`src/rtl/fan_pkg.sv`:
```
package fan_pkg;
    typedef enum logic [3:0] {
        S_IDLE,
        S_ADDR,
        S_ADDR_ACK,
        S_REG,
        S_REG_ACK,
        S_WDATA,
        S_WDATA_ACK,
        S_RDATA,
        S_RDATA_ACK
    } i2c_state_t;

    localparam int PWM_STEPS = 100;
    localparam logic [7:0] DUTY_MAX = 8'd100;
endpackage

```
`src/rtl/fan_line_filter.sv`:
```
module fan_line_filter #(
    parameter int   FILT_LEN = 4,
    parameter logic RST_VAL  = 1'b1
) (
    input  logic clk,
    input  logic rst_n,
    input  logic line_i,
    output logic line_o
);
    localparam int CW = $clog2(FILT_LEN + 1);

    logic [1:0]    sync_q;
    logic [CW-1:0] cnt_q;

    // Two-flop synchronizer, then accept a new level only once it has held for FILT_LEN clocks
    always_ff @(posedge clk or negedge rst_n) begin
        if (!rst_n) begin
            sync_q <= {2{RST_VAL}};
            line_o <= RST_VAL;
            cnt_q  <= '0;
        end else begin
            sync_q <= {sync_q[0], line_i};
            if (sync_q[1] == line_o) begin
                cnt_q <= '0;
            end else if (cnt_q == CW'(FILT_LEN - 1)) begin
                line_o <= sync_q[1];
                cnt_q  <= '0;
            end else begin
                cnt_q <= cnt_q + 1'b1;
            end
        end
    end
endmodule

```
`src/rtl/fan_i2c_target.sv`:
```
module fan_i2c_target
    import fan_pkg::*;
#(
    parameter logic [6:0] ADDR7 = 7'h74
) (
    input  logic       clk,
    input  logic       rst_n,
    input  logic       scl_f,
    input  logic       sda_f,
    input  logic [7:0] rd_data,
    output logic [7:0] ptr,
    output logic       wr_en,
    output logic [7:0] wr_data,
    output logic       sda_low
);
    i2c_state_t state;
    logic       scl_d, sda_d, rw_q, m_ack;
    logic [3:0] bit_cnt;
    logic [7:0] shreg, tx;

    wire scl_rise  = scl_f & ~scl_d;
    wire scl_fall  = ~scl_f & scl_d;
    wire start_det = scl_f & scl_d & sda_d & ~sda_f;
    wire stop_det  = scl_f & scl_d & ~sda_d & sda_f;

    // State register and byte datapath
    always_ff @(posedge clk or negedge rst_n) begin
        if (!rst_n) begin
            state   <= S_IDLE;
            scl_d   <= 1'b1;
            sda_d   <= 1'b1;
            rw_q    <= 1'b0;
            m_ack   <= 1'b0;
            bit_cnt <= '0;
            shreg   <= '0;
            tx      <= '0;
            ptr     <= '0;
            wr_en   <= 1'b0;
            wr_data <= '0;
        end else begin
            scl_d <= scl_f;
            sda_d <= sda_f;
            wr_en <= 1'b0;
            if (start_det) begin
                state   <= S_ADDR;
                bit_cnt <= '0;
            end else if (stop_det) begin
                state <= S_IDLE;
            end else begin
                unique case (state)
                    S_IDLE: ;
                    S_ADDR, S_REG, S_WDATA: begin
                        if (scl_rise) begin
                            shreg   <= {shreg[6:0], sda_f};
                            bit_cnt <= bit_cnt + 1'b1;
                        end else if (scl_fall && bit_cnt == 4'd8) begin
                            bit_cnt <= '0;
                            if (state == S_ADDR) begin
                                if (shreg[7:1] == ADDR7) begin
                                    rw_q  <= shreg[0];
                                    state <= S_ADDR_ACK;
                                end else begin
                                    state <= S_IDLE;
                                end
                            end else if (state == S_REG) begin
                                ptr   <= shreg;
                                state <= S_REG_ACK;
                            end else begin
                                wr_en   <= 1'b1;
                                wr_data <= shreg;
                                state   <= S_WDATA_ACK;
                            end
                        end
                    end
                    S_ADDR_ACK: begin
                        if (scl_fall) begin
                            if (rw_q) begin
                                tx    <= rd_data;
                                state <= S_RDATA;
                            end else begin
                                state <= S_REG;
                            end
                        end
                    end
                    S_REG_ACK: if (scl_fall) state <= S_WDATA;
                    S_WDATA_ACK: begin
                        if (scl_fall) begin
                            ptr   <= ptr + 1'b1;
                            state <= S_WDATA;
                        end
                    end
                    S_RDATA: begin
                        if (scl_fall) begin
                            tx      <= {tx[6:0], 1'b0};
                            bit_cnt <= bit_cnt + 1'b1;
                            if (bit_cnt == 4'd7) begin
                                bit_cnt <= '0;
                                ptr     <= ptr + 1'b1;
                                state   <= S_RDATA_ACK;
                            end
                        end
                    end
                    S_RDATA_ACK: begin
                        if (scl_rise) begin
                            m_ack <= ~sda_f;
                        end else if (scl_fall) begin
                            if (m_ack) begin
                                tx    <= rd_data;
                                state <= S_RDATA;
                            end else begin
                                state <= S_IDLE;
                            end
                        end
                    end
                endcase
            end
        end
    end

    // Open-drain output decode
    always_comb begin
        unique case (state)
            S_ADDR_ACK, S_REG_ACK, S_WDATA_ACK: sda_low = 1'b1;
            S_RDATA:                            sda_low = ~tx[7];
            default:                            sda_low = 1'b0;
        endcase
    end
endmodule

```
`src/rtl/fan_pwm.sv`:
```
module fan_pwm
    import fan_pkg::*;
#(
    parameter int TICK_DIV = 12_500
) (
    input  logic       clk,
    input  logic       rst_n,
    input  logic       en,
    input  logic [7:0] duty,
    output logic       pwm_o
);
    localparam int DW = $clog2(TICK_DIV > 1 ? TICK_DIV : 2);
    localparam int SW = $clog2(PWM_STEPS);

    logic [DW-1:0] div_q;
    logic [SW-1:0] step_q;

    wire tick = (div_q == DW'(TICK_DIV - 1));

    always_ff @(posedge clk or negedge rst_n) begin
        if (!rst_n) begin
            div_q  <= '0;
            step_q <= '0;
            pwm_o  <= 1'b0;
        end else begin
            div_q <= tick ? '0 : div_q + 1'b1;
            if (tick) begin
                step_q <= (step_q == SW'(PWM_STEPS - 1)) ? '0 : step_q + 1'b1;
            end
            pwm_o <= en && (8'(step_q) < duty);
        end
    end
endmodule

```
`src/rtl/fan_tach.sv`:
```
module fan_tach #(
    parameter int GATE_CYCLES = 125_000_000
) (
    input  logic       clk,
    input  logic       rst_n,
    input  logic       tach_s,
    output logic [7:0] rps,
    output logic       gate_end
);
    localparam int GW = $clog2(GATE_CYCLES);

    logic          tach_d;
    logic [GW-1:0] gate_q;
    logic [7:0]    edge_q;

    wire rise = tach_s & ~tach_d;
    assign gate_end = (gate_q == GW'(GATE_CYCLES - 1));

    always_ff @(posedge clk or negedge rst_n) begin
        if (!rst_n) begin
            tach_d <= 1'b0;
            gate_q <= '0;
            edge_q <= '0;
            rps    <= '0;
        end else begin
            tach_d <= tach_s;
            if (gate_end) begin
                gate_q <= '0;
                rps    <= edge_q;
                edge_q <= rise ? 8'd1 : 8'd0;
            end else begin
                gate_q <= gate_q + 1'b1;
                if (rise && edge_q != 8'hFF) edge_q <= edge_q + 1'b1;
            end
        end
    end
endmodule

```
`src/rtl/fan_i2c_ctrl.sv`:
```
module fan_i2c_ctrl
    import fan_pkg::*;
#(
    parameter logic [6:0] ADDR7       = 7'h74,
    parameter int         FILT_LEN    = 4,
    parameter int         TICK_DIV    = 12_500,
    parameter int         GATE_CYCLES = 125_000_000,
    parameter logic [7:0] DUTY_RST    = 8'd80
) (
    input  logic clk,
    input  logic rst_n,
    input  logic scl_i,
    input  logic sda_i,
    output logic sda_pull_low_o,
    input  logic tach_i,
    output logic pwm_o
);
    logic       scl_f, sda_f, tach_s;
    logic [7:0] ptr, wr_data, rd_data, ctrl_q, duty_q, rps_q;
    logic       wr_en, fan_en, gate_end;

    fan_line_filter #(.FILT_LEN(FILT_LEN), .RST_VAL(1'b1)) u_scl_filt (
        .clk(clk), .rst_n(rst_n), .line_i(scl_i), .line_o(scl_f));
    fan_line_filter #(.FILT_LEN(FILT_LEN), .RST_VAL(1'b1)) u_sda_filt (
        .clk(clk), .rst_n(rst_n), .line_i(sda_i), .line_o(sda_f));
    fan_line_filter #(.FILT_LEN(1), .RST_VAL(1'b0)) u_tach_sync (
        .clk(clk), .rst_n(rst_n), .line_i(tach_i), .line_o(tach_s));

    fan_i2c_target #(.ADDR7(ADDR7)) u_target (
        .clk(clk), .rst_n(rst_n), .scl_f(scl_f), .sda_f(sda_f),
        .rd_data(rd_data), .ptr(ptr), .wr_en(wr_en), .wr_data(wr_data),
        .sda_low(sda_pull_low_o));

    // Register file: pointer 0 control, pointer 1 duty (write) / rate (read)
    always_ff @(posedge clk or negedge rst_n) begin
        if (!rst_n) begin
            ctrl_q <= 8'h00;
            duty_q <= DUTY_RST;
        end else if (wr_en) begin
            if (ptr == 8'd0) ctrl_q <= wr_data;
            else if (ptr == 8'd1) duty_q <= (wr_data > DUTY_MAX) ? DUTY_MAX : wr_data;
        end
    end

    always_comb begin
        unique case (ptr)
            8'd0:    rd_data = ctrl_q;
            8'd1:    rd_data = rps_q;
            default: rd_data = 8'h00;
        endcase
    end

    assign fan_en = ctrl_q[7];

    fan_pwm #(.TICK_DIV(TICK_DIV)) u_pwm (
        .clk(clk), .rst_n(rst_n), .en(fan_en), .duty(duty_q), .pwm_o(pwm_o));

    fan_tach #(.GATE_CYCLES(GATE_CYCLES)) u_tach (
        .clk(clk), .rst_n(rst_n), .tach_s(tach_s), .rps(rps_q), .gate_end(gate_end));
endmodule

```
`config.mk`:
```
export PLATFORM = sky130hd
export DESIGN_NAME = fan_i2c_ctrl
export DESIGN_NICKNAME = d
export VERILOG_FILES = /design/src/rtl/fan_pkg.sv /design/src/rtl/fan_line_filter.sv /design/src/rtl/fan_i2c_target.sv /design/src/rtl/fan_pwm.sv /design/src/rtl/fan_tach.sv /design/src/rtl/fan_i2c_ctrl.sv
export SDC_FILE = /design/constraint.sdc
export NUM_CORES = 1
export LEC_CHECK = 0
export ABC_AREA = 1
export BUFFER_PORTS_ARGS = -buffer_cell sky130_fd_sc_hd__clkbuf_2
export CAP_MARGIN = 15
export CORE_MARGIN = 5
export CORE_UTILIZATION = 66
export CTS_BUF_LIST = sky130_fd_sc_hd__clkbuf_4
export CTS_CLUSTER_DIAMETER = 40
export CTS_CLUSTER_SIZE = 30
export DETAILED_ROUTE_END_ITERATION = 8
export GPL_ROUTABILITY_DRIVEN = 1
export PLACE_DENSITY_LB_ADDON = 0.2
export REMOVE_ABC_BUFFERS = 1
export SYNTH_ARGS = -nofsm -noshare
export SYNTH_HDL_FRONTEND = slang
export SYNTH_SLANG_ARGS = --single-unit
```
`constraint.sdc`:
```
create_clock -name clk -period 2.4 [get_ports clk]
set_input_delay 0.48 -clock clk [delete_from_list [all_inputs] [get_ports clk]]
set_output_delay 0.48 -clock clk [all_outputs]
set_load 0.02 [all_outputs]
```
Yosys cells after proc, flatten, opt, wreduce, memory -nomap -nowiden --
Cells that the tools add are included.
Storage, ports and cells: register bits after elaboration 143, input port bits 5, output and inout bits 2, word-level logic and storage cells 193
Cells by class: add/subtract/negate cells 9, $lt $le $gt $ge 2, equal/unequal tests 44, muxes and demuxes 60, bitwise operators 24, reduce and logical (&&, ||, !) cells 25
Operator list (count):
- 8-bit 2-to-1 mux | 16
- 4-bit 2-to-1 mux | 17
- 8-bit case mux with 3 select lines | 2
- 4-bit by 1-bit != test with 1-bit output, second input constant | 7
- 27-bit by 1-bit adder with 27-bit output, second input constant | 1
- 27-bit equality test, second input constant | 1
- 27-bit 2-to-1 mux | 1
- 4-bit by 3-bit equality test with 1-bit output, second input constant | 5
- 2-bit by 1-bit != test with 1-bit output, second input constant | 10
- 4-bit case mux with 5 select lines | 1
- 3-bit 2-to-1 mux | 6
- 9-bit AND reduction | 2
- 8-bit by 1-bit adder with 8-bit output, second input constant | 2
- 1-bit NOT | 16
- 8-bit case mux with 2 select lines | 1
- 14-bit by 1-bit adder with 14-bit output, second input constant | 1
- 14-bit equality test, second input constant | 1
- 7-bit equality test, second input constant | 2
- 14-bit 2-to-1 mux | 1
- 7-bit AND reduction | 2
- 4-bit AND reduction | 3
- 1-bit 2-to-1 mux | 10
- 10-bit AND reduction | 1
- 3-bit nonzero test | 3
- 29 further kinds | 52

Longest topological paths before layout --
Gate-level depths: netlist of run 1.
word-level depth 8, gate-level depth with buffers 12, mapped depth without buffers 12

Modules after synthesis --
A second synthesis of run 1 with hierarchy kept.
Second synthesis, totals: cell total of the unflattened synthesis 1100, area total of the unflattened synthesis 8007.7 um^2
Modules (own cells, without submodules):
- fan_tach | instances 1, cells an instance 373, area each 2597.5 um^2, sequential area each 1101.1 um^2
- fan_i2c_target | instances 1, cells an instance 355, area each 2524.9 um^2, sequential area each 1128.6 um^2
- fan_pwm | instances 1, cells an instance 188, area each 1392.6 um^2, sequential area each 550.5 um^2
- fan_i2c_ctrl | instances 1, cells an instance 130, area each 928.4 um^2, sequential area each 402.9 um^2
- fan_line_filter at u_scl_filt ... | instances 2, cells an instance 25, area each 242.7 um^2, sequential area each 153.9 um^2
- fan_line_filter at u_tach_sync | instances 1, cells an instance 4, area each 78.8 um^2, sequential area each 75.1 um^2

Worst setup path after synthesis of run 1 --
No wires, ideal clock.
path type register to output, start point reg u_target.state[2], end point out sda_pull_low_o, arrival 1.224 ns, data required time 1.920 ns, path slack 0.696 ns, stages on the path, launching flop included 6, buffers on the path 1, cell sequence dfrtp_1 > inv_2 > nor2_4 > nand2_1 > buf_2 > o21bai_1
On the way: cells in the longest elaborated chain, start to end 3, elaborated cells on any way between the ends 6, classes of those cells eq/ne: 4; mux: 1; reduce/logical: 1
Ends and longest elaborated chain:
- start: declaration | line fan_i2c_target.sv:16 | i2c_state_t state;
- start signal: assignment | line fan_i2c_target.sv:29 | state <= S_IDLE;
- start signal: assignment | line fan_i2c_target.sv:45 | state <= S_ADDR;
- start signal: assignment | line fan_i2c_target.sv:48 | state <= S_IDLE;
- 4-bit by 2-bit equality test with 1-bit output or 4-bit by 3-bit equality test with 1-bit output (tied branches) | line fan_i2c_target.sv:122 | unique case (state)
- 3-bit OR reduction | line fan_i2c_target.sv:122
- 1-bit case mux with 2 select lines (*) | line fan_i2c_target.sv:122
- end: declaration | line fan_i2c_ctrl.sv:14 | output logic sda_pull_low_o,
Mark *: on every way between the ends. The rest lies on a longest branch, timed or not.

Worst setup path in the final report of run 1 --
start point reg u_target.state[3], end point out sda_pull_low_o
The elaborated chain is that of the path after synthesis.

==> results of run 1 <==
## registers in the layout (all words and copies together) (netlist names), 4 cells and up
| signal | flops |
|---|---|
| u_target.wr_data | 8 |
| u_target.ptr | 8 |
| u_tach.gate_q | 27 |
| u_pwm.div_q | 14 |
| u_target.tx | 8 |
| u_tach.rps | 8 |
| u_tach.edge_q | 8 |
| u_target.shreg | 8 |
| u_target.bit_cnt | 4 |
| ctrl_q | 8 |
| u_target.state | 4 |
| duty_q | 8 |
| u_pwm.step_q | 7 |
## timing repair
| item | CTS | global route |
|---|---|---|
| setup endpoints to repair | 1 | 1 |
| hold endpoints to repair | 52 | 1 |
| pin swaps | 0 | 0 |
| hold buffers | 3 | 1 |
| gates resized for setup | 1 | 5 |
## critical path, delay by kind of cell, from the launching register on
kind | cells | cell delay [ps]
flip-flops | 1 | 490
buffers and inverters | 1 | 190
AO/OA/AOI/OAI | 1 | 110
AND/OR/NAND/NOR | 3 | 450
## cells in the final DEF (no fill, tap or decap), drive strengths merged
master and n:
a211oi 2, a21boi 1, a21oi 22, a31oi 2
and3 1, buf 10, bufinv 3, clkbuf 23
clkinv 10, clkinvlp 3, dfrtp 132, dfstp 10
dlygate4sd3 4, ha 17, inv 132, nand2 255
nand3 70, nand4 20, nor2 112, nor3 36
nor3b 4, nor4 3, o211ai 1, o21ai 85
o21bai 2, o31ai 2, or2 3, xnor2 12
xor2 16
## power by group through the flow
stage / combinational (mW) / clock, mW / sequential [mW]
after global routing: 2.17 / 1.72 / 2.97
after detailed placement: 1.84 / 0 / 2.96
after global placement: 1.81 / 0 / 2.94
after CTS: 1.86 / 1.59 / 2.91
after floorplan: 1.40 / 0 / 2.90
final: 1.90 / 1.55 / 2.92
## kinds of logic after synthesis
kind of cell | synth area share, %
DFF | 48.2
AOI/OAI and AO/OA | 8.32
xor gates and xnor gates | 3.31
adders and majority gates | 2.87
buffers and inverters | 7.69
and+or+nand+nor | 29.6
## final cells by class
cell class / count / area (um^2) / share of cell area, %
Clock buffer: 18 / 135 / 1.70
Clock inverter: 14 / 150 / 1.88
Inverter: 134 / 503 / 6.31
Multi-Input combinational cell: 666 / 3280 / 41.1
Sequential cell: 142 / 3570 / 44.8
Tap cell: 140 / 175 / 2.20
Timing Repair Buffer: 19 / 156 / 1.96
## per-layer routing
layer / global-route usage (%) / share of wire [%]
met3: 6.37 / 5.1
met2: 37.6 / 45
met1: 35.9 / 48
met4: 8.20 / 1.7
met5: 0 / 0
## worst min path at each step
stage                                           end                       startpoint  cells past startpoint
finish              u_tach_sync.sync_q[1]$_DFF_PN0_  u_tach_sync.sync_q[0]$_DFF_PN0_                      0
global route         u_scl_filt.sync_q[1]$_DFF_PN1_   u_scl_filt.sync_q[0]$_DFF_PN1_                      0
floorplan                     ctrl_q[0]$_DFFE_PN0P_                            rst_n                      0
detailed placement  u_tach_sync.sync_q[1]$_DFF_PN0_  u_tach_sync.sync_q[0]$_DFF_PN0_                      0
global placement    u_tach_sync.sync_q[1]$_DFF_PN0_  u_tach_sync.sync_q[0]$_DFF_PN0_                      0
CTS                 u_tach_sync.sync_q[0]$_DFF_PN0_                           tach_i                      1
## stage by stage
step	power, mW	worst slack, ps	std cells	hold slack, ps
final	6.37	151	1133	359
after global placement	4.76	551	1097	332
after detailed placement	4.80	465	1097	336
after floorplan	4.30	382	942	184
after CTS	6.37	52.4	1132	4.92
after global routing	6.86	11.9	1133	355
==> flow_summary.yaml, run 1 <==
status:
  outcome: "complete, no violations"
sta:
  period_share_pct: 93.7
  tightest_slew_ps: 482
  final_hold_viol_count: 0
  maxSlewHeadroom_pct: 67.6
  fin_tns_setup_ps: 0
  fmax_ghz: 0.445
  skew_ps: 19.5
  setup-violations-final: 0
  fin_crit_ps: 2250
  report.final.slew_viol_count: 0
  rsz0062_at_grt: "false"
clock_tree:
  worstSkewPairLatency_ps: 540
  postCtsSetupBuffers: 0
  cts_root_buf: "clkbuf_4"
  clock_path_buffers: 2
  path_clk_slew_ps: 100
  htreeDepth: 4
  cts_buffers: 17
  cts_sinks: 142
  cts_tree: "yes"
setup_path:
  r2r_cells: 9
  cp-endpoint: "sda_pull_low_o"
  r2r-end: "u_target.state[0]$_DFFE_PN0P_"
  worstSetupEndpointType: "primary output"
  reg2reg_from: "u_scl_filt.line_o$_DFFE_PN1P_"
  crit_type: "register to primary output"
  worst_path_most_repeated_cell: "nand2_1"
  r2r_setup_slack_ps: 520
  required_ps: 1920
  path_cells: "nor2_2 > nand2_1 > nand2_1 > o21bai_1 > clkbuf_2"
  slowest_stage: "dfrtp_1"
  cp.arrival_ps: 1770
  cpPeakStageDelay_ps: 490
  crit_fanout: 5
  crit_path_start_kind: "register"
  crit_path_start: "u_target.state[3]$_DFFE_PN0P_"
pwr:
  powerDensity_nw_per_um2: 799
  pwr-share-clk_pct: 24.3
  combPwrFrac_pct: 29.8
  internal_power_mw: 3.97
  leakage_nw: 3.89
  p_sw_share_pct: 37.7
  ir_drop_mv: 0.903
  power_frac_seq_pct: 45.9
  p_sw_mw: 2.40
yosys:
  yosysMostFrequentCell: "nand2_1"
  synth.largest_area_cell: "dfrtp_1"
  netlist_instances: 955
  async_reset_ff_share_pct: 100
  synth.top_cell.area_share_pct: 44.6
  synth.distinct_cells: 39
  yosys-top-cells-count: "nand2_1 (253), dfrtp_1 (132), inv_1 (125), nor2_1 (103), o21ai_0 (79)"
  synth_area_um2: 7400
  syn_avg_cell_area_um2: 7.75
  synth_edf_count: 0
  ys_ff_latch: 142
  synthFlopType: "dfrtp_1"
  ys_top_cells_by_area: "dfrtp_1 (45%), nand2_1 (13%), inv_1 (6.3%), o21ai_0 (5.3%), nor2_1 (5.2%)"
  ys_warn_count: 0
  synth_seq_area_share_pct: 48.2
grt:
  grt_pass1_vias: 5783
  grt_pass1_wl_mm: 26.7
  grt_max_degree: 55
  grt_antenna_before_repair: 0
  globalRoute.totalOverflow: 0
  grt.total_usage_pct: 25.0
detailed_routing:
  vias: 6095
  drc: 0
  ant_nets: 0
  wl_per_cell_um: 13.2
  routed_wl_mm: 15.0
  drtPass1Iterations: 7
  drtIter0Drc: 619
  viasPerCell: 5.38
floorplan:
  io_pins: 7
  fp.dieH_um: 116
  core_area_um2: 10900
  die_area_um2: 13400
  num_rows: 38
  die_w_um: 116
  floorplan.initialDensity_pct: 67.7
placed_design:
  place_area_um2: 7630
  io_buffers: 6
  place_hpwl_mm: 11.1
  place_congestion: 0.935
run:
  maxCapViolations: 0
layout:
  fill_cells: 883
  diodes: 0
  num-nets-final: 1002
  syn2layout_area_growth_pct: 7.64
  drive_gt1_share_pct: 8.56
  stdcell_area_um2: 7970
  final_util_pct: 72.8
worst_hold_path:
  hold_path.class: "register to register"
No activity file was read; power rests on OpenSTA's default activity.
==> run 2, diff against run 1 <==
--- a/config.mk
+++ b/config.mk
@@ -5,7 +5,6 @@
 export SDC_FILE = /design/constraint.sdc
 export NUM_CORES = 1
 export LEC_CHECK = 0
-export ABC_AREA = 1
 export BUFFER_PORTS_ARGS = -buffer_cell sky130_fd_sc_hd__clkbuf_2
 export CAP_MARGIN = 15
 export CORE_MARGIN = 5
@@ -17,6 +16,7 @@
 export GPL_ROUTABILITY_DRIVEN = 1
 export PLACE_DENSITY_LB_ADDON = 0.2
 export REMOVE_ABC_BUFFERS = 1
+export SKIP_LAST_GASP = 1
 export SYNTH_ARGS = -nofsm -noshare
 export SYNTH_HDL_FRONTEND = slang
 export SYNTH_SLANG_ARGS = --single-unit
==> flow_summary.yaml, run 2 <==
placed_design:
  place_congestion: 0.913
  place_hpwl_mm: 9.10
  io_buffers: 6
  place_area_um2: 7200
  dpl_worst_slack_ps: 262
sta:
  skew_ps: 19.1
  report.final.slew_viol_count: 0
  fin_tns_setup_ps: 0
  setup-violations-final: 0
  rsz0062_at_grt: "false"
  fin_ws_ps: 182
  holdWs_ps: 365
  final_hold_viol_count: 0
  maxSlewHeadroom_pct: 60.8
  fmax_ghz: 0.451
  period_share_pct: 92.4
  fin_crit_ps: 2220
  tightest_slew_ps: 588
run:
  maxCapViolations: 0
detailed_routing:
  drtIter0Drc: 376
  vias: 4885
  ant_nets: 0
  wl_per_cell_um: 15.7
  viasPerCell: 5.97
  drtPass1Iterations: 5
  drc: 0
  routed_wl_mm: 12.9
setup_path:
  r2r-end: "u_tach.rps[3]$_DFFE_PN0N_"
  crit_path_start: "u_tach.gate_q[9]$_DFF_PN0_"
  path_delay_family: "simple AND/OR/NAND/NOR gates"
  reg2reg_from: "u_tach.gate_q[9]$_DFF_PN0_"
  required_ps: 2840
  crit_type: "register to register"
  crit_fanout: 27
  path_buf_inv: 1
  worstSetupEndpointType: "register"
  r2r_cells: 5
  slowest_stage: "dfrtp_1"
  crit_path_start_kind: "register"
  cpPeakStageDelay_ps: 470
  r2r_setup_slack_ps: 180
  path_cells: "nor4b_1 > nand4b_1 > nor4_4 > buf_12 > mux2_2"
  cp.arrival_ps: 2660
pwr:
  power.total_mw: 5.81
  powerDensity_nw_per_um2: 773
  leakage_nw: 3.50
  ir_drop_mv: 0.770
clock_tree:
  cts_tree: "yes"
  worstSkewPairLatency_ps: 550
  postCtsSetupBuffers: 0
  htreeDepth: 4
  clock_path_buffers: 2
  cts_buffers: 17
  cts_root_buf: "clkbuf_4"
  cts_sinks: 142
  path_clk_slew_ps: 120
layout:
  layout_commonest_cell: "dfrtp_1"
  drive_gt1_share_pct: 17.7
  syn2layout_area_growth_pct: 7.74
  largest_reg_flops: 27
  top_register: "u_tach.gate_q"
  layout_common_cells: "dfrtp_1 (130), nand2_1 (69), nor2_1 (50)"
  num-nets-final: 691
  diodes: 0
  top_regs: "u_tach.gate_q: 27 flops, u_pwm.div_q: 14 flops"
  stdcell_area_um2: 7520
grt:
  grt_max_degree: 66
  grt_pass1_vias: 4968
  grt.total_usage_pct: 21.9
  grt_antenna_before_repair: 0
  globalRoute.totalOverflow: 0
  grt_pass1_wl_mm: 22.7
floorplan:
  num_rows: 37
  io_pins: 7
  die_area_um2: 12700
  fp.dieH_um: 113
  core_area_um2: 10300
  floorplan.initialDensity_pct: 67.6
  die_w_um: 113
worst_hold_path:
  hold_path.class: "register to register"
  hp-start: "u_tach_sync.sync_q[1]$_DFF_PN0_"
  hold_depth: 0
  hold_path_end: "u_tach_sync.line_o$_DFFE_PN0P_"
yosys:
  netlist_instances: 647
  ys_top_cells_by_area: "dfrtp_1 (47%), mux2_2 (4.8%), dfstp_2 (3.8%), nand2_1 (3.7%), ha_1 (3.0%)"
  synth.largest_area_cell: "dfrtp_1"
  async_reset_ff_share_pct: 100
  ys_warn_count: 0
  synth_area_um2: 6980
  syn_avg_cell_area_um2: 10.8
  synth_edf_count: 0
  synth.distinct_cells: 70
  yosys-top-cells-count: "dfrtp_1 (132), nand2_1 (69), nor2_1 (50), mux2_2 (30), nand3_1 (30)"
  yosysMostFrequentCell: "dfrtp_1"
  synthFlopType: "dfrtp_1"
  synth_seq_area_share_pct: 51.1
  synth.top_cell.area_share_pct: 47.3
  ys_ff_latch: 142
status:
  outcome: "complete, no violations"
run 2: worst max-delay path by stage:
stage | end | slack (ps) | depth (start not counted)
after floorplan | u_tach.edge_q[0]$_DFFE_PN0P_ | -110 | 5
after global placement | u_pwm.step_q[1]$_DFFE_PN0N_ | 330 | 4
after detailed placement | u_tach.rps[3]$_DFFE_PN0N_ | 260 | 5
after CTS | sda_pull_low_o | 90 | 5
after global routing | u_tach.edge_q[0]$_DFFE_PN0P_ | 60 | 6
final | u_tach.rps[3]$_DFFE_PN0N_ | 180 | 5
run 2: per-layer routing:
| metal | vias to the layer above | global-route usage, % | part of all wire, % |
|---|---|---|---|
| li1 | 2356 | - | - |
| met1 | 2404 | 27.9 | 45 |
| met2 | 102 | 36.1 | 49 |
| met3 | 23 | 5.72 | 3.6 |
| met4 | 0 | 8.25 | 1.6 |
| met5 | - | 0 | 0 |
run 2: cell type report:
class	count	area [um^2]
multi-input combinational	466	3230
sequential	142	3570
clock inverter	14	145
clock buffer	18	135
inverter	20	75.1
timing repair buffer	22	191
tap	136	170
fill	752	2800
run 2: what timing repair did:
item                       in CTS  in global routing
setup endpoints to repair       0                  1
hold buffers                    4                  0
hold endpoints to repair       65                  0
gates resized for setup         0                  2
run 2: worst reg2reg max path, cell delays in order (launching register included):
cell and delay (ps):
dfrtp_1 470, nor4b_1 420, nand4b_1 260, nor4_4 390, buf_12 220, mux2_2 360
run 2: power by group:
group          total [mW]  switching [mW]  internal (mW)
Combinational        1.33           0.738          0.591
Sequential           3.00           0.346           2.66
Clock                1.48           0.855          0.628
Total                5.81            1.94           3.88
run 2: through the flow:
step	cells	utilization [%]
finish	818	72.8
global placement	782	69.7
CTS	818	72.8
global route	818	72.8
floorplan	628	-
detailed placement	782	69.7
run 2: cell families (layout without fill, tap and decap cells):
logic type | count (synthesis) | in the layout | share of synthesized area (%)
adders and majority gates | 17 | 17 | 3.05
xor gates and xnor gates | 42 | 42 | 5.27
muxes | 39 | 39 | 6.63
AOI/OAI and AO/OA | 93 | 93 | 9.34
DFF | 142 | 142 | 51.1
buffers and inverters | 39 | 74 | 2.56
and+or+nand+nor | 275 | 275 | 22.1
==> run 3, diff against run 2 <==
--- a/config.mk
+++ b/config.mk
@@ -14,7 +14,7 @@
 export CTS_CLUSTER_SIZE = 30
 export DETAILED_ROUTE_END_ITERATION = 8
 export GPL_ROUTABILITY_DRIVEN = 1
-export PLACE_DENSITY_LB_ADDON = 0.2
+export PLACE_DENSITY_LB_ADDON = 0.05
 export REMOVE_ABC_BUFFERS = 1
 export SKIP_LAST_GASP = 1
 export SYNTH_ARGS = -nofsm -noshare
==> flow_summary.yaml, run 3 (synthesis results as in run 2) <==
layout:
  top_register: "u_tach.gate_q"
  layout_commonest_cell: "dfrtp_1"
  fill_cells: 740
  largest_reg_flops: 27
  drive_gt1_share_pct: 17.8
  syn2layout_area_growth_pct: 8.34
  num-nets-final: 695
  top_regs: "u_tach.gate_q: 27 flops, u_pwm.div_q: 14 flops"
  stdcell_area_um2: 7560
  diodes: 0
  layout_common_cells: "dfrtp_1 (130), nand2_1 (69), nor2_1 (50)"
setup_path:
  crit_path_start_kind: "register"
  crit_type: "register to primary output"
  r2r-end: "u_pwm.step_q[0]$_DFFE_PN0N_"
  crit_fanout: 8
  reg2reg_from: "u_pwm.div_q[0]$_DFF_PN0_"
  required_ps: 1920
  cp.arrival_ps: 1740
  r2r_cells: 4
  worstSetupEndpointType: "primary output"
  r2r_setup_slack_ps: 220
sta:
  setup-violations-final: 0
  tightest_slew_ps: 648
  fmax_ghz: 0.450
  maxSlewHeadroom_pct: 56.4
  report.final.slew_viol_count: 0
  skew_ps: 15.1
  period_share_pct: 92.7
  fin_crit_ps: 2220
  rsz0062_at_grt: "false"
  final_hold_viol_count: 0
clock_tree:
  htreeDepth: 4
  cts_buffers: 17
  path_clk_slew_ps: 120
  clock_path_buffers: 2
  cts_root_buf: "clkbuf_4"
  cts_tree: "yes"
  cts_sinks: 142
  worstSkewPairLatency_ps: 540
worst_hold_path:
  hold_path_end: "u_tach_sync.sync_q[1]$_DFF_PN0_"
  hp-start: "u_tach_sync.sync_q[0]$_DFF_PN0_"
  hold_depth: 0
  hold_path.class: "register to register"
floorplan:
  die_area_um2: 12700
  num_rows: 37
  floorplan.initialDensity_pct: 67.6
  io_pins: 7
  core_area_um2: 10300
  fp.dieH_um: 113
  die_w_um: 113
pwr:
  power.total_mw: 5.91
  leakage_nw: 3.52
  power_frac_seq_pct: 50.4
  p_sw_share_pct: 32.5
  internal_power_mw: 3.99
  combPwrFrac_pct: 24.1
  powerDensity_nw_per_um2: 782
  ir_drop_mv: 0.667
  pwr-share-clk_pct: 25.5
  p_sw_mw: 1.92
detailed_routing:
  vias: 4851
  ant_nets: 0
  drc: 0
  viasPerCell: 5.91
  wl_per_cell_um: 15.4
  routed_wl_mm: 12.6
  drtIter0Drc: 309
  drtPass1Iterations: 5
status:
  outcome: "complete, no violations"
run:
  maxCapViolations: 0
grt:
  grt_pass1_vias: 4842
  grt_pass1_wl_mm: 22.3
  grt_antenna_before_repair: 0
  grt_max_degree: 60
  globalRoute.totalOverflow: 0
  grt.total_usage_pct: 21.4
placed_design:
  place_area_um2: 7200
  place_hpwl_mm: 8.98
  io_buffers: 6
  place_congestion: 0.908
[run 3: layout make-up]
class,instances,area (um^2),area share (%)
Clock buffer,17,128,1.69
Clock inverter,14,151,2.00
Inverter,20,75.1,0.993
Multi-Input combinational cell,466,3230,42.8
Sequential cell,142,3570,47.2
Tap cell,136,170,2.25
Timing Repair Buffer,26,234,3.09
[run 3: worst max path at each step]
| stage | startpoint | end | slack [ps] |
|---|---|---|---|
| 2_1_floorplan | u_tach.gate_q[9]$_DFF_PN0_ | u_tach.edge_q[0]$_DFFE_PN0P_ | -110 |
| 3_3_place_gp | u_tach.gate_q[10]$_DFF_PN0_ | u_tach.rps[0]$_DFFE_PN0N_ | 330 |
| 3_5_place_dp | u_pwm.div_q[0]$_DFF_PN0_ | u_pwm.step_q[6]$_DFFE_PN0N_ | 260 |
| 4_1_cts | u_target.state[1]$_DFFE_PN0P_ | sda_pull_low_o | 60 |
| 5_1_grt | u_target.state[2]$_DFFE_PN0P_ | sda_pull_low_o | 30 |
| 6_report | u_target.state[2]$_DFFE_PN0P_ | sda_pull_low_o | 180 |
[run 3: worst max-delay path, cell delays in order (launching register included)]
cell      delay [ps]
dfrtp_2          460
nand2_1          160
o22a_1           210
nor2_1           180
clkbuf_2         210
[run 3: power groups by stage]
| stage | Clock, mW | Sequential [mW] | Combinational (mW) |
|---|---|---|---|
| 2_1_floorplan | 0 | 2.94 | 1.00 |
| 3_3_place_gp | 0 | 3.03 | 1.28 |
| 3_5_place_dp | 0 | 3.04 | 1.33 |
| 4_1_cts | 1.55 | 3.00 | 1.34 |
| 5_1_grt | 1.67 | 3.03 | 1.60 |
| 6_report | 1.51 | 2.98 | 1.42 |
[run 3: what timing repair did]
| action | 4_1_cts | 5_1_grt |
|---|---|---|
| gates resized for setup | 2 | 0 |
| endpoints found under the setup margin | 1 | 1 |
| hold buffers | 3 | 1 |
| setup buffers | 0 | 5 |
| hold endpoints to repair | 59 | 1 |
[run 3: stage by stage]
step / std cells / setup WS, ps / util, % / TNS, ps / hold slack, ps
finish: 821 / 176 / 73.2 / 0 / 358
global route: 821 / 32.0 / 73.2 / 0 / 366
CTS: 815 / 62.5 / 72.8 / 0 / 5.00
detailed placement: 781 / 258 / 69.8 / 0 / 335
global placement: 781 / 328 / 69.8 / 0 / 332
floorplan: 628 / -106 / - / -513 / 184
[run 3: metal layers]
layer / wire (um) / part of all wire [%] / vias up / global-route usage (%)
li1: - / - / 2356 / -
met1: 5720 / 45 / 2392 / 27.4
met2: 6280 / 50 / 84 / 35.6
met3: 450 / 3.6 / 19 / 5.61
met4: 189 / 1.5 / 0 / 7.37
met5: 0 / 0 / - / 0
